==> config.mk <==
export PLATFORM = sky130hd
export DESIGN_NAME = bankreg_file
export DESIGN_NICKNAME = d
export VERILOG_FILES = /design/src/rtl/brf_pkg.sv /design/src/rtl/brf_mode_decode.sv /design/src/rtl/brf_status_ctl.sv /design/src/rtl/brf_gpr_store.sv /design/src/rtl/bankreg_file.sv
export SDC_FILE = /design/constraint.sdc
export NUM_CORES = 2
export LEC_CHECK = 0
export CAP_MARGIN = 15
export CORE_MARGIN = 1.5
export CORE_UTILIZATION = 43
export CTS_BUF_LIST = sky130_fd_sc_hd__clkbuf_8
export DETAILED_ROUTE_END_ITERATION = 12
export DONT_BUFFER_PORTS = 1
export GPL_ROUTABILITY_DRIVEN = 0
export PLACE_DENSITY = 0.69
export SYNTH_ARGS = -nofsm -noshare
export SYNTH_HDL_FRONTEND = slang
export SYNTH_SLANG_ARGS = --single-unit
==> constraint.sdc <==
create_clock -name clk -period 4.95 [get_ports clk]
set_input_delay 0.2475 -clock clk [delete_from_list [all_inputs] [get_ports clk]]
set_output_delay 0.2475 -clock clk [all_outputs]
set_load 0.02 [all_outputs]
==> src/rtl/brf_pkg.sv <==
package brf_pkg;
  localparam int NBANK = 6;

  typedef enum logic [2:0] {
    BK_USR = 3'd0,
    BK_FIQ = 3'd1,
    BK_IRQ = 3'd2,
    BK_SVC = 3'd3,
    BK_ABT = 3'd4,
    BK_UND = 3'd5
  } bank_e;

  localparam logic [4:0] MF_USR = 5'h10;
  localparam logic [4:0] MF_FIQ = 5'h11;
  localparam logic [4:0] MF_IRQ = 5'h12;
  localparam logic [4:0] MF_SVC = 5'h13;
  localparam logic [4:0] MF_ABT = 5'h17;
  localparam logic [4:0] MF_UND = 5'h1B;
  localparam logic [4:0] MF_SYS = 5'h1F;

  localparam logic [31:0] SAFE_STS = 32'h0000_00D3;
endpackage

==> src/rtl/brf_mode_decode.sv <==
module brf_mode_decode
  import brf_pkg::*;
(
  input  logic [4:0] mf,
  output logic       legal,
  output bank_e      bank
);
  always_comb begin
    legal = 1'b1;
    bank  = BK_SVC;
    unique case (mf)
      MF_USR:  bank = BK_USR;
      MF_SYS:  bank = BK_USR;
      MF_FIQ:  bank = BK_FIQ;
      MF_IRQ:  bank = BK_IRQ;
      MF_SVC:  bank = BK_SVC;
      MF_ABT:  bank = BK_ABT;
      MF_UND:  bank = BK_UND;
      default: legal = 1'b0;
    endcase
  end
endmodule

==> src/rtl/brf_status_ctl.sv <==
module brf_status_ctl
  import brf_pkg::*;
#(
  parameter int DW = 32
) (
  input  logic          clk,
  input  logic          rst_n,
  input  logic [DW-1:0] boot_sts,
  input  logic          we,
  input  logic [DW-1:0] wdata,
  output logic [DW-1:0] sts_q,
  output bank_e         bank
);
  logic  boot_ok, new_ok, cur_ok;
  bank_e boot_bk, new_bk;

  brf_mode_decode u_dec_boot (.mf(boot_sts[4:0]), .legal(boot_ok), .bank(boot_bk));
  brf_mode_decode u_dec_new  (.mf(wdata[4:0]),    .legal(new_ok),  .bank(new_bk));
  brf_mode_decode u_dec_cur  (.mf(sts_q[4:0]),    .legal(cur_ok),  .bank(bank));

  logic unused_ok;
  assign unused_ok = ^{boot_bk, new_bk, cur_ok};

  always_ff @(posedge clk) begin
    if (!rst_n) begin
      sts_q <= boot_ok ? boot_sts : DW'(SAFE_STS);
    end else if (we) begin
      if (new_ok) sts_q <= wdata;
      else        sts_q <= {wdata[DW-1:5], sts_q[4:0]};
    end
  end
endmodule

==> src/rtl/brf_gpr_store.sv <==
module brf_gpr_store
  import brf_pkg::*;
#(
  parameter int DW    = 32,
  parameter int NREG  = 16,
  parameter int HI_LO = 8,
  parameter int HI_N  = 5,
  parameter int NRP   = 2
) (
  input  logic                    clk,
  input  logic                    rst_n,
  input  bank_e                   bank,
  input  logic                    we,
  input  logic [$clog2(NREG)-1:0] widx,
  input  logic [DW-1:0]           wdata,
  input  logic                    ssr_we,
  input  logic [DW-1:0]           ssr_wdata,
  input  logic [$clog2(NREG)-1:0] ridx [NRP],
  output logic [DW-1:0]           rdata [NRP],
  output logic [DW-1:0]           ssr_q
);
  localparam int IW     = $clog2(NREG);
  localparam int SP_IDX = NREG - 3;
  localparam int LR_IDX = NREG - 2;
  localparam int HW     = $clog2(HI_N);

  logic [DW-1:0] com_q [NREG];
  logic [DW-1:0] fhi_q [HI_N];
  logic [DW-1:0] sp_q  [NBANK];
  logic [DW-1:0] lr_q  [NBANK];
  logic [DW-1:0] ssr_m [NBANK];

  function automatic logic in_hi(input logic [IW-1:0] i);
    return (int'(i) >= HI_LO) && (int'(i) < HI_LO + HI_N);
  endfunction

  function automatic logic [HW-1:0] hi_off(input logic [IW-1:0] i);
    return HW'(int'(i) - HI_LO);
  endfunction

  always_ff @(posedge clk) begin
    if (!rst_n) begin
      for (int i = 0; i < NREG; i++)  com_q[i] <= '0;
      for (int i = 0; i < HI_N; i++)  fhi_q[i] <= '0;
      for (int b = 0; b < NBANK; b++) begin
        sp_q[b]  <= '0;
        lr_q[b]  <= '0;
        ssr_m[b] <= '0;
      end
    end else begin
      if (we) begin
        if (int'(widx) == SP_IDX)               sp_q[bank] <= wdata;
        else if (int'(widx) == LR_IDX)          lr_q[bank] <= wdata;
        else if (in_hi(widx) && bank == BK_FIQ) fhi_q[hi_off(widx)] <= wdata;
        else                                    com_q[widx] <= wdata;
      end
      if (ssr_we) ssr_m[bank] <= ssr_wdata;
    end
  end

  for (genvar p = 0; p < NRP; p++) begin : g_rport
    always_comb begin
      if (int'(ridx[p]) == SP_IDX)                rdata[p] = sp_q[bank];
      else if (int'(ridx[p]) == LR_IDX)           rdata[p] = lr_q[bank];
      else if (in_hi(ridx[p]) && bank == BK_FIQ)  rdata[p] = fhi_q[hi_off(ridx[p])];
      else                                        rdata[p] = com_q[ridx[p]];
    end
  end

  assign ssr_q = ssr_m[bank];
endmodule

==> src/rtl/bankreg_file.sv <==
module bankreg_file
  import brf_pkg::*;
(
  input  logic        clk,
  input  logic        rst_n,
  input  logic [31:0] boot_sts,
  input  logic [3:0]  rd_a_idx,
  output logic [31:0] rd_a_data,
  input  logic [3:0]  rd_b_idx,
  output logic [31:0] rd_b_data,
  input  logic        wr_en,
  input  logic [3:0]  wr_idx,
  input  logic [31:0] wr_data,
  input  logic        ssr_wr_en,
  input  logic [31:0] ssr_wr_data,
  output logic [31:0] ssr_q,
  input  logic        sts_wr_en,
  input  logic [31:0] sts_wr_data,
  output logic [31:0] sts_q,
  output logic [4:0]  cur_mode
);
  localparam int DW   = 32;
  localparam int NREG = 16;
  localparam int IW   = $clog2(NREG);

  bank_e         bank;
  logic [IW-1:0] ridx  [2];
  logic [DW-1:0] rdata [2];

  brf_status_ctl #(.DW(DW)) u_sts (
    .clk(clk), .rst_n(rst_n), .boot_sts(boot_sts),
    .we(sts_wr_en), .wdata(sts_wr_data), .sts_q(sts_q), .bank(bank)
  );

  assign ridx[0] = rd_a_idx;
  assign ridx[1] = rd_b_idx;

  brf_gpr_store #(.DW(DW), .NREG(NREG), .HI_LO(8), .HI_N(5), .NRP(2)) u_gpr (
    .clk(clk), .rst_n(rst_n), .bank(bank),
    .we(wr_en), .widx(wr_idx), .wdata(wr_data),
    .ssr_we(ssr_wr_en), .ssr_wdata(ssr_wr_data),
    .ridx(ridx), .rdata(rdata), .ssr_q(ssr_q)
  );

  assign rd_a_data = rdata[0];
  assign rd_b_data = rdata[1];
  assign cur_mode  = sts_q[4:0];
endmodule

* Word-level counts from Yosys, hierarchy flattened *
Memories as Yosys holds them, arrays and structs flattened.
Cells that the tools add are included.

cells by class
  reduce and logical (&&, ||, !) cells = 15
  $add $sub $neg = 3
  multiplexer cells = 53
  $lt $le $gt $ge = 6
  equal/unequal tests = 29

operators with widths
  kind                                                                   number
  32-bit two-way mux                                                     14
  32-bit OR reduction                                                    5
  5-bit equality test, second input constant                             20
  1-bit two-way mux                                                      32
  3-bit case mux with 5 select lines                                     1
  7-bit OR reduction                                                     2
  4-bit by 2-bit equality test with 1-bit output, second input constant  3
  4-bit by 3-bit equality test with 1-bit output, second input constant  3
  4-bit greater-or-equal comparator, second input constant               3
  4-bit less-than comparator, second input constant                      3
  3-bit two-way mux                                                      4
  3-bit by 1-bit subtractor with 3-bit output, second input constant     3
  1-bit logical AND                                                      6
  5-bit two-way mux                                                      1
  4-bit two-way mux                                                      1
  2-bit by 1-bit != test with 1-bit output, second input constant        2
  3-bit by 1-bit equality test with 1-bit output, second input constant  1
  2-bit AND reduction                                                    1
  2-bit OR reduction                                                     1

storage, ports and cells
  bits in writable memories = 1248
  register bits = 32
  memories kept = 5
  word-level logic and storage cells = 113
  input port bits = 145

memories
  name         depth  bits a word  read ports  clocked after Yosys merged registers in  write ports  RTL line             text
  u_gpr.com_q  16     32           2           0                                        16           brf_gpr_store.sv:27  logic [DW-1:0] com_q [NREG];
  u_gpr.lr_q   6      32           1           0                                        6            brf_gpr_store.sv:30  logic [DW-1:0] lr_q [NBANK];
  u_gpr.sp_q   6      32           1           0                                        6            brf_gpr_store.sv:29  logic [DW-1:0] sp_q [NBANK];
  u_gpr.ssr_m  6      32           1           0                                        6            brf_gpr_store.sv:31  logic [DW-1:0] ssr_m [NBANK];
  u_gpr.fhi_q  5      32           2           0                                        5            brf_gpr_store.sv:28  logic [DW-1:0] fhi_q [HI_N];

* Logic depth before layout (Yosys ltp) *
  depth after elaboration = 13
  mapped depth = 11
  depth with buffers taken out = 6

* Cells and area by module *
A second synthesis with hierarchy kept.

unflattened totals
  cells, all modules = 5114
  area total of the unflattened synthesis = 73191.4 sq um

by module, submodules not included
  module           cells each  area an instance (sq um)  sequential area each (sq um)  instances
  brf_gpr_store    4993        71586.2                   45133.3                       1
  brf_status_ctl   83          1357.6                    960.9                         1
  brf_mode_decode  11          70.1                      0.0                           3
  bankreg_file     5           37.5                      0.0                           1

* Worst setup path after synthesis *
OpenSTA, ideal clock, no wires.

  path type = flip-flop to flip-flop
  start point = register u_sts.sts_q[1]
  end point = memory u_gpr.ssr_m[5][0] (enable)
  path buffers = 4
  period minus slack after synthesis = 5.218 ns
  data arrival time = 4.707 ns
  setup slack = -0.268 ns
  cell stages (with the launch flop) = 7
  cells stage by stage = edfxtp_1 -> buf_2 -> buf_2 -> buf_2 -> clkbuf_1 -> nand2_1 -> o41ai_1

RTL lines
  what                    RTL line              text
  start, declared         brf_status_ctl.sv:11  output logic [DW-1:0] sts_q,
  start signal, assigned  brf_status_ctl.sv:26  sts_q <= boot_ok ? boot_sts : DW'(SAFE_STS);
  start signal, assigned  brf_status_ctl.sv:28  if (new_ok) sts_q <= wdata;
  start signal, assigned  brf_status_ctl.sv:29  else sts_q <= {wdata[DW-1:5], sts_q[4:0]};
  end, declared           brf_gpr_store.sv:31

* Worst setup path in the final report *
  start point = register u_sts.sts_q[3]
  end point = output rd_a_data[29]

on the way
  longest elaborated chain between the ends = 8

RTL lines
  what                                            RTL line               text
  5-bit equality test                             --
  2-bit OR reduction (no source line)             --
  3-bit case mux with 5 select lines (*)          brf_mode_decode.sv:11  unique case (mf)
  3-bit by 1-bit equality test with 1-bit output  brf_gpr_store.sv:65    else if (in_hi(ridx[p]) && bank == BK_FIQ) rdata[p] = fhi_q[hi_off(ridx[p])];
  1-bit logical AND                               brf_gpr_store.sv:65
  32-bit two-way mux                              brf_gpr_store.sv:65
  32-bit two-way mux                              brf_gpr_store.sv:64    else if (int'(ridx[p]) == LR_IDX) rdata[p] = lr_q[bank];
  32-bit two-way mux (*)                          brf_gpr_store.sv:63    if (int'(ridx[p]) == SP_IDX) rdata[p] = sp_q[bank];
  end, declared                                   bankreg_file.sv:8      output logic [31:0] rd_a_data,

Every way passes the cells marked *; elsewhere a longest branch is shown, timed or not.

==> flow_summary.ini <==
[die]
pin_count = 278
die_x_um = 413
start_util = 0.433
row_count = 150
die-area_um2 = 170000
die_h_um = 413
core_area_um2 = 167000

[sta]
slew_headroom = 0.146
period_minus_slack_ns = 4.91
fin_crit_sh = 0.991
hold_viol = 0
fin_worst_skew_ns = 0.0607
setup-tns-final_ns = 0
slew_viol_final = 0
tightest_slew_ns = 1.28
finalSetupViolCount = 0
max_freq_mhz = 204
rsz0062_at_grt = false

[cts]
cts-root-buf = clkbuf_8
clock_path_buffers = 3
cts_tree = done
clk_latency_ns = 1.01
numCtsBuffers = 239
cts.sinks = 1490
htreeDepth = 4
path_clk_slew_ns = 0.07

[synthesis]
synth_cell_types = 76
synth_top_area_share = 0.619
synth-main-ff-cell = edfxtp_1
synth_common_cells = edfxtp_1, and2_1, nor2_1
synth_edf_count = 1490
yosysWarnings = 0
synth.area.top_cells = edfxtp_1, mux4_2, and2_1
netlist_instances = 5474
ys_seq_elements = 1490
syn_avg_cell_area_um2 = 13.2
synthArstFlopShare = 0
synth_seq_area_share = 0.619
yosysTopAreaCell = edfxtp_1
yosys.cell_count.top_type = edfxtp_1
synth_area_um2 = 72200

[worst_setup_path]
arrival_ns = 4.66
worstSetupPathType = flip-flop to output pin
critPathLaunchType = flip-flop
worstPathRequired_ns = 4.70
r2r_slack_ns = 0.87
timing.rr.start = u_sts.sts_q[3]
crit_path_max_fanout = 13
r2r_end = u_gpr.fhi_q[0][28]
critPathCaptureType = output pin
worstRegToRegCells = 8

[worst_hold_path]
hold_depth = 2
hold_path_class = primary input to flip-flop
min_from = wr_idx[1]
hold_path_end = u_gpr.fhi_q[0][7]

[routing]
ant_nets = 0
firstDrtPassIters = 8
drc = 0
vias = 50700
wl_per_cell_um = 28.6
drt-total-wl_um = 237000
drtIter0Drc = 7323
routed_via_density = 6.13

[pwr]
vdd_drop_max_mv = 0.311
p_leak_nw = 29.8
powerDensity_nw_per_um2 = 343
total_power_mw = 28.2

[global_routing]
grt_max_degree = 237
grtUsageTotal = 0.271
grt_pass1_vias = 49500
grt-ovfl-total = 0
antenna_found_initial = 22
grt_first_pass_wirelength_um = 336000

[placement]
port_buffers = 0
hpwl_um = 141000

[layout]
layout-drive-gt1-share = 0.158
syn_to_final_growth_pct = 13.9
utilization = 0.493
nets = 5998

[run]
cap_violations = 0

[status]
status = completed
-- power breakdown --
group	total (mW)	switching (mW)	internal [mW]	leakage [nW]
logic	3.62	2.35	1.27	12.0
clock network	9.86	5.07	4.79	2.53
registers	14.7	0.271	14.5	15.4
-- layer usage --
layer  wire (µm)  GRT usage  vias up
met3       29300     0.0724      677
met1       86600      0.355    25400
met5          58          0        -
met4       13700      0.142        8
li1            -          -    21100
met2      107000      0.415     3491
-- stage by stage --
step	worst slack [ns]	std cells	instance area [µm²]	hold slack, ns
global route	0.000308	8270	82300	0.0737
CTS	0.00194	8250	82100	0.0122
finish	0.0439	8276	82300	0.112
global placement	0.641	7631	75900	0.352
detailed placement	0.664	7631	75900	0.351
floorplan	0.229	5747	73300	0.346
-- worst max-delay path by stage --
stage / startpoint / endpoint / slack [ns] / cells after the start
after CTS: u_sts.sts_q[3] / rd_a_data[1] / 0.002 / 10
after detailed placement: u_sts.sts_q[3] / rd_b_data[29] / 0.66 / 7
after global routing: u_sts.sts_q[3] / rd_b_data[18] / 0.0003 / 9
final: u_sts.sts_q[3] / rd_a_data[29] / 0.04 / 7
after global placement: u_sts.sts_q[3] / rd_b_data[29] / 0.64 / 7
after floorplan: u_sts.sts_q[3] / u_gpr.sp_q[4][0] / 0.23 / 8
-- worst max-delay path, cell delays in order, from the launching register on --
cell and delay (ns):
edfxtp_1 0.68, or3_1 0.70, o21ai_4 0.79, buf_4 0.39, o22a_1 0.27, o2111ai_1 0.22
o211ai_1 0.18, o21a_1 0.46
-- registers in the layout, indices dropped and copies added, names as in the netlist --
| name | count |
|---|---|
| u_gpr.sp_q | 240 |
| u_sts.sts_q | 32 |
| u_gpr.com_q | 508 |
| u_gpr.ssr_m | 242 |
| u_gpr.lr_q | 212 |
| u_gpr.fhi_q | 256 |
-- cell families (layout without fill, tap and decap cells) --
| group | after synthesis | after routing | synth area share |
|---|---|---|---|
| buf+inv | 646 | 954 | 0.0377 |
| mux | 478 | 478 | 0.123 |
| xor+xnor | 2 | 2 | 0.000450 |
| compound gates | 804 | 804 | 0.0806 |
| other cells | 1 | 290 | 0.0000519 |
| simple gates | 2053 | 2054 | 0.139 |
| flops | 1490 | 1490 | 0.619 |
-- what timing repair did --
item                        CTS  global route
hold buffers                174             2
pin swaps                     1             3
setup buffers                 0             3
resized for setup             7             5
hold endpoints to repair   2365            41
cloned                        1             3
setup endpoints to repair    46            37
-- placed cells by master, fill, tap and decap left out, types with 26 or more instances in the layout --
cell type | netlist | routed
mux4_2 | 320 | 320
a22o_1 | 35 | 35
mux2_2 | 56 | 56
nand2_1 | 517 | 515
a21oi_1 | 62 | 61
o221ai_1 | 114 | 114
and2_1 | 614 | 613
nor2_1 | 563 | 544
o22ai_1 | 102 | 102
clkinv_1 | 1 | 76
a31oi_1 | 64 | 64
mux2i_1 | 102 | 102
clkbuf_8 | 0 | 241
o22a_1 | 41 | 41
nand3_1 | 175 | 174
inv_1 | 131 | 221
conb_1 | 1 | 274
edfxtp_1 | 1490 | 1490
a221oi_1 | 36 | 36
dlygate4sd3_1 | 0 | 167
and3_1 | 26 | 26
o21ai_0 | 116 | 98
buf_4 | 28 | 178
nor2b_1 | 27 | 27
o211ai_1 | 30 | 30
a211oi_1 | 26 | 26
-- layout make-up --
type,instances,area (µm²)
inverter,133,499
sequential,1490,44700
clock inverter,203,1020
tap,2204,2760
timing repair buffer,377,3650
antenna,16,40.0
fill,14300,84700
clock buffer,241,3320
multi-input combinational,3612,26300
Note: power is estimated with default switching activity, not from simulation.
